**config.mk**
```make
export PLATFORM = sky130hd
export DESIGN_NAME = lockdet_top
export DESIGN_NICKNAME = d
export VERILOG_FILES = /design/src/rtl/lockdet_pkg.sv /design/src/rtl/lockdet_qualify.sv /design/src/rtl/lockdet_run_ctr.sv /design/src/rtl/lockdet_state.sv /design/src/rtl/lockdet_top.sv
export SDC_FILE = /design/constraint.sdc
export NUM_CORES = 1
export LEC_CHECK = 0
export BUFFER_PORTS_ARGS = -buffer_cell sky130_fd_sc_hd__buf_2
export CORE_ASPECT_RATIO = 1.5
export CORE_UTILIZATION = 30
export CTS_BUF_LIST = sky130_fd_sc_hd__clkbuf_8
export DETAILED_ROUTE_END_ITERATION = 10
export GPL_ROUTABILITY_DRIVEN = 0
export SYNTH_ARGS = -nofsm -noshare
export SYNTH_HDL_FRONTEND = slang
export SYNTH_HIERARCHICAL = 1
export SYNTH_SLANG_ARGS = --single-unit
```
**constraint.sdc**
```tcl
create_clock -name clk -period 5.5 [get_ports clk]
set_clock_uncertainty 0.2 [all_clocks]
set_input_delay 0.55 -clock clk [delete_from_list [all_inputs] [get_ports clk]]
set_output_delay 0.55 -clock clk [all_outputs]
set_load 0.02 [all_outputs]
```
**src/rtl/lockdet_pkg.sv**
```systemverilog
package lockdet_pkg;

  typedef enum logic {
    ST_HUNT = 1'b0,
    ST_HELD = 1'b1
  } lock_state_e;

  // Run length that ends the present state.
  function automatic int unsigned run_target(input logic held, input logic long_sel,
                                             input int unsigned acq_short,
                                             input int unsigned acq_long,
                                             input int unsigned rel_short,
                                             input int unsigned rel_long);
    if (held) return long_sel ? rel_long : rel_short;
    return long_sel ? acq_long : acq_short;
  endfunction

  // A comparison extends the run when it argues for leaving the present state.
  function automatic logic extends_run(input logic held, input logic small_err);
    return held ? ~small_err : small_err;
  endfunction

  function automatic int unsigned max4(input int unsigned a, input int unsigned b,
                                       input int unsigned c, input int unsigned d);
    int unsigned m;
    m = a;
    if (b > m) m = b;
    if (c > m) m = c;
    if (d > m) m = d;
    return m;
  endfunction

endpackage

```
**src/rtl/lockdet_qualify.sv**
```systemverilog
module lockdet_qualify
  import lockdet_pkg::*;
#(
  parameter int unsigned ACQ_SHORT = 15,
  parameter int unsigned ACQ_LONG  = 31,
  parameter int unsigned REL_SHORT = 3,
  parameter int unsigned REL_LONG  = 7,
  parameter int unsigned CNT_W     = 6
) (
  input  logic             held_i,
  input  logic             cmp_valid_i,
  input  logic             small_err_i,
  input  logic             run_sel_i,
  output logic             step_o,
  output logic             brk_o,
  output logic [CNT_W-1:0] target_o
);

  logic ext;

  always_comb begin
    ext      = extends_run(held_i, small_err_i);
    step_o   = cmp_valid_i & ext;
    brk_o    = cmp_valid_i & ~ext;
    target_o = CNT_W'(run_target(held_i, run_sel_i, ACQ_SHORT, ACQ_LONG,
                                 REL_SHORT, REL_LONG));
  end

endmodule

```
**src/rtl/lockdet_run_ctr.sv**
```systemverilog
module lockdet_run_ctr #(
  parameter int unsigned CNT_W = 6
) (
  input  logic             clk,
  input  logic             rst_n,
  input  logic             clear_i,
  input  logic             step_i,
  input  logic             brk_i,
  input  logic [CNT_W-1:0] target_i,
  output logic [CNT_W-1:0] run_o,
  output logic             done_o
);

  logic [CNT_W-1:0] run_q;
  logic [CNT_W:0]   run_inc;

  assign run_inc = {1'b0, run_q} + 1'b1;
  assign done_o  = step_i & (run_inc >= {1'b0, target_i});
  assign run_o   = run_q;

  always_ff @(posedge clk or negedge rst_n) begin
    if (!rst_n)                          run_q <= '0;
    else if (clear_i || brk_i || done_o) run_q <= '0;
    else if (step_i)                     run_q <= run_inc[CNT_W-1:0];
  end


  idle_holds_run_chk: assert property (@(posedge clk) disable iff (!rst_n)
    (!clear_i && !step_i && !brk_i) |=> $stable(run_q));


  break_empties_run_chk: assert property (@(posedge clk) disable iff (!rst_n)
    brk_i |=> (run_q == '0));


  step_advances_chk: assert property (@(posedge clk) disable iff (!rst_n)
    (step_i && !done_o && !clear_i) |=> (run_q == $past(run_q) + 1'b1));

endmodule

```
**src/rtl/lockdet_state.sv**
```systemverilog
module lockdet_state
  import lockdet_pkg::*;
(
  input  logic clk,
  input  logic rst_n,
  input  logic clear_i,
  input  logic done_i,
  output logic held_o
);

  lock_state_e state_q;

  always_ff @(posedge clk or negedge rst_n) begin
    if (!rst_n)       state_q <= ST_HUNT;
    else if (clear_i) state_q <= ST_HUNT;
    else if (done_i)  state_q <= (state_q == ST_HELD) ? ST_HUNT : ST_HELD;
  end

  assign held_o = (state_q == ST_HELD);


  restart_unlocks_chk: assert property (@(posedge clk) disable iff (!rst_n)
    clear_i |=> !held_o);


  state_only_on_done_chk: assert property (@(posedge clk) disable iff (!rst_n)
    (!clear_i && !done_i) |=> $stable(held_o));

endmodule

```
**src/rtl/lockdet_top.sv**
```systemverilog
module lockdet_top
  import lockdet_pkg::*;
#(
  parameter int unsigned ACQ_SHORT = 15,
  parameter int unsigned ACQ_LONG  = 31,
  parameter int unsigned REL_SHORT = 3,
  parameter int unsigned REL_LONG  = 7
) (
  input  logic clk,
  input  logic rst_n,
  input  logic cmp_valid_i,
  input  logic small_err_i,
  input  logic raw_pd_i,
  input  logic bypass_i,
  input  logic run_sel_i,
  input  logic mute_en_i,
  input  logic restart_i,
  output logic lock_o,
  output logic mute_o
);

  localparam int unsigned RUN_MAX = max4(ACQ_SHORT, ACQ_LONG, REL_SHORT, REL_LONG);
  localparam int unsigned CNT_W   = $clog2(RUN_MAX + 2);

  logic             held;
  logic             step;
  logic             brk;
  logic             done;
  logic [CNT_W-1:0] target;
  logic [CNT_W-1:0] run;

  lockdet_qualify #(
    .ACQ_SHORT(ACQ_SHORT), .ACQ_LONG(ACQ_LONG),
    .REL_SHORT(REL_SHORT), .REL_LONG(REL_LONG), .CNT_W(CNT_W)
  ) i_qualify (
    .held_i(held), .cmp_valid_i(cmp_valid_i), .small_err_i(small_err_i),
    .run_sel_i(run_sel_i), .step_o(step), .brk_o(brk), .target_o(target)
  );

  lockdet_run_ctr #(.CNT_W(CNT_W)) i_run_ctr (
    .clk(clk), .rst_n(rst_n), .clear_i(restart_i), .step_i(step), .brk_i(brk),
    .target_i(target), .run_o(run), .done_o(done)
  );

  lockdet_state i_state (
    .clk(clk), .rst_n(rst_n), .clear_i(restart_i), .done_i(done), .held_o(held)
  );

  assign lock_o = bypass_i ? raw_pd_i : held;
  assign mute_o = mute_en_i & ~bypass_i & ~held;


  lock_needs_full_run_chk: assert property (@(posedge clk) disable iff (!rst_n)
    $rose(held) |-> ($past(cmp_valid_i) && $past(small_err_i) &&
                     ({1'b0, $past(run)} + 1'b1 >= {1'b0, $past(target)})));


  unlock_needs_bad_run_chk: assert property (@(posedge clk) disable iff (!rst_n)
    ($fell(held) && !$past(restart_i)) |-> ($past(cmp_valid_i) && !$past(small_err_i)));


  mute_only_unlocked_chk: assert property (@(posedge clk) disable iff (!rst_n)
    mute_o |-> (!lock_o && !bypass_i));


  restart_wins_chk: assert property (@(posedge clk) disable iff (!rst_n)
    restart_i |=> (run == '0));

endmodule

```
==> impl_metrics.json <==
{
  "hold_violations": 0,
  "final_cell_mix": "10 x buf_2, 7 x inv_1, 7 x ha_1, 7 x dfrtp_1",
  "met1_usage_pct": 11.2,
  "vias": 548,
  "cts_resized": 0,
  "p_leak_uw": 0.000425,
  "holdWs_ns": 0.308,
  "synth_area_um2": 707,
  "wl_per_cell_um": 10.3,
  "firstDrtPassIters": 3,
  "synth_seq_cells": 7,
  "crit_required_ns": 5.44,
  "wirelength_um": 1180,
  "overflow": 0,
  "die_w_um": 41.6,
  "grt_pass1_wl_um": 1990,
  "die_h_um": 61.5,
  "endpoint_kind": "flop",
  "die-area_mm2": 0.00256,
  "htree_num_levels": 1,
  "layout-area-overhead-vs-synth_pct": 15.8,
  "via_per_inst": 4.77,
  "route.detailed.drc": 0,
  "hold_path.class": "primary input to flop",
  "max_slew_margin_pct": 51.3,
  "ant_nets": 0,
  "initial_utilization_pct": 31.7,
  "cts_tree": "built",
  "worstSetupStartpointType": "flop",
  "crit_fanout": 7,
  "crit_path_cell_trace": "ha_1 -> and3_4 -> xor2_1 -> ha_1 -> a21o_1 -> a21oi_2 -> o21ai_2 -> or3_1 -> a21oi_1",
  "slowest_delay_ns": 0.43,
  "drtIter0Drc": 11,
  "crit_type": "flop to flop",
  "cts_made_buffers": 3,
  "rsz0062_at_grt": "false",
  "gr-usage-all-layers_pct": 10.5,
  "crit_arrival_ns": 2.52,
  "design.core.area_mm2": 0.00223,
  "nNetsFinal": 109,
  "num_io_pins": 11,
  "synth_largest_area_cell": "dfrtp_1",
  "synth_area_leaders": "dfrtp_1 25%, ha_1 12%, xnor2_1 5.0%, nand2b_1 3.5%, nor2b_1 3.5%",
  "top_usage_layer": "met2",
  "worstMarginPinSlew_ns": 0.729,
  "insertion_delay_ns": 0.22,
  "clock_sinks": 7,
  "row_count": 21,
  "n_antenna_cell": 0,
  "fmax_mhz": 387,
  "syn_inst": 80,
  "grt.met3_usage_pct": 2.35,
  "slew_viol_final": 0,
  "powerDensity_mw_per_mm2": 167,
  "ys_types": 35,
  "crit_top_cell": "ha_1",
  "final_common_cell": "buf_2",
  "status": "finished clean",
  "ir_drop_mv": 0.113,
  "synth_top_area_share_pct": 24.8,
  "yosysWarnings": 6,
  "antenna_found_initial": 0,
  "drive_above_1_share_pct": 26.1,
  "clk_pin_slew_ns": 0.04,
  "root_buffer": "clkbuf_8",
  "ys_seq_area_share_pct": 24.8,
  "crit_slowest_cell": "dfrtp_1",
  "port_buffers": 10,
  "place_hpwl_um": 1000,
  "grtUsageMet2_pct": 17.6,
  "grt_pass1_vias": 456,
  "tns_ns": 0,
  "finalSetupViolCount": 0,
  "grt_max_degree": 14,
  "maxCapViolCount": 0,
  "max-clock-path-buffers": 2,
  "avgSynthCellArea_um2": 8.84,
  "fin_crit_sh_pct": 46.9,
  "final.min_clock_period_ns": 2.58
}
[synthesized netlist by cell type]
| cell | number |
|---|---|
| a211o_2 | 1 |
| nor3_1 | 1 |
| conb_1 | 2 |
| mux2_4 | 1 |
| buf_4 | 3 |
| xnor2_1 | 4 |
| nand2_1 | 3 |
| nor4b_1 | 1 |
| or2_2 | 1 |
| dfrtp_1 | 7 |
| nand3b_1 | 2 |
| a21o_2 | 1 |
| nand2b_1 | 4 |
| inv_1 | 6 |
| and3_1 | 1 |
| and2_1 | 2 |
| nor2b_1 | 4 |
| o21ai_2 | 1 |
| a31o_2 | 1 |
| a21oi_1 | 3 |
| a21oi_2 | 1 |
| o31a_1 | 1 |
| a21o_1 | 2 |
| clkbuf_1 | 1 |
| nand3_1 | 3 |
| or2b_1 | 2 |
| ha_1 | 7 |
| and2b_2 | 1 |
| or3_1 | 1 |
| xor2_1 | 2 |
| a31oi_2 | 1 |
| nor2_1 | 3 |
| nor3b_1 | 3 |
| o21a_1 | 1 |
| and3_4 | 2 |
[power by group]
| group | total [uW] | switching, uW | internal, uW |
|---|---|---|---|
| Sequential | 53.1 | 0.811 | 52.3 |
| Combinational | 16.8 | 8.60 | 8.20 |
| Clock | 66.7 | 18.8 | 47.9 |
[worst max-delay path, delay by kind of cell (launching register included)]
kind,cells,cell delay (ns)
compound gates,4,0.58
flops,1,0.43
fa+ha+maj,2,0.57
xor+xnor,1,0.14
simple gates,2,0.57
[through the flow]
| step | cell area, um^2 | setup slack [ns] | util [%] | power (uW) | cells |
|---|---|---|---|---|---|
| after global routing | 818 | 2.70 | 36.6 | 147 | 115 |
| after CTS | 818 | 2.90 | 36.6 | 140 | 115 |
| after detailed placement | 763 | 2.92 | 34.2 | 70.3 | 110 |
| final | 818 | 2.92 | 36.6 | 137 | 115 |
| after floorplan | 711 | 3.10 | - | 65.3 | 81 |
| after global placement | 763 | 3.00 | 34.2 | 69.7 | 110 |
[what timing repair did]
item / 4_1_cts / 5_1_grt
hold endpoints to repair: 7 / 0
buffers inserted: 0 / 0
hold buffers: 1 / 0
[state kept, by name, indices dropped and copies added, names as in the netlist]
register and flops:
i_run_ctr/run_o 6, i_state/held_o 1
[kinds of logic after synthesis]
| group | share of synthesized area, % |
|---|---|
| AND/OR/NAND/NOR | 30.6 |
| AO/OA/AOI/OAI | 14.7 |
| buffers and inverters | 6.90 |
| adder cells (fa/ha/maj) | 12.4 |
| flip-flops | 24.8 |
| XOR/XNOR | 7.43 |
| other | 1.06 |
| multiplexers | 2.12 |
[routing by layer]
layer  vias up  wire [um]
met3         2         15
met4         0         18
met2         2        643
met1       256        501
li1        288          -
met5         -          0
[final cells by class]
| class | instances | area [um^2] |
|---|---|---|
| clock buffers | 3 | 41.3 |
| multi-input cells | 64 | 487 |
| inverters | 6 | 22.5 |
| clock inverters | 1 | 3.75 |
| repair buffers | 11 | 60.1 |
| fillers | 248 | 1420 |
| flip-flops and latches | 7 | 175 |
| well taps | 23 | 28.8 |
[worst paths after layout]
path / from / to / slack (ns) / cells after the start
max: i_run_ctr/run_o[0]$_DFFE_PN0P_ / i_run_ctr/run_o[1]$_DFFE_PN0P_ / 2.92 / 9
min: restart_i / i_state/held_o$_DFFE_PN0P_ / 0.31 / 2
max reg2reg: i_run_ctr/run_o[0]$_DFFE_PN0P_ / i_run_ctr/run_o[1]$_DFFE_PN0P_ / 2.92 / 9
min reg2reg: i_run_ctr/run_o[1]$_DFFE_PN0P_ / i_run_ctr/run_o[1]$_DFFE_PN0P_ / 0.39 / 2
max in group asynchronous: rst_n / i_run_ctr/run_o[2]$_DFFE_PN0P_ / 4.46 / 2
min in group asynchronous: rst_n / i_state/held_o$_DFFE_PN0P_ / 0.49 / 2
(Power assumes the default switching activity.)
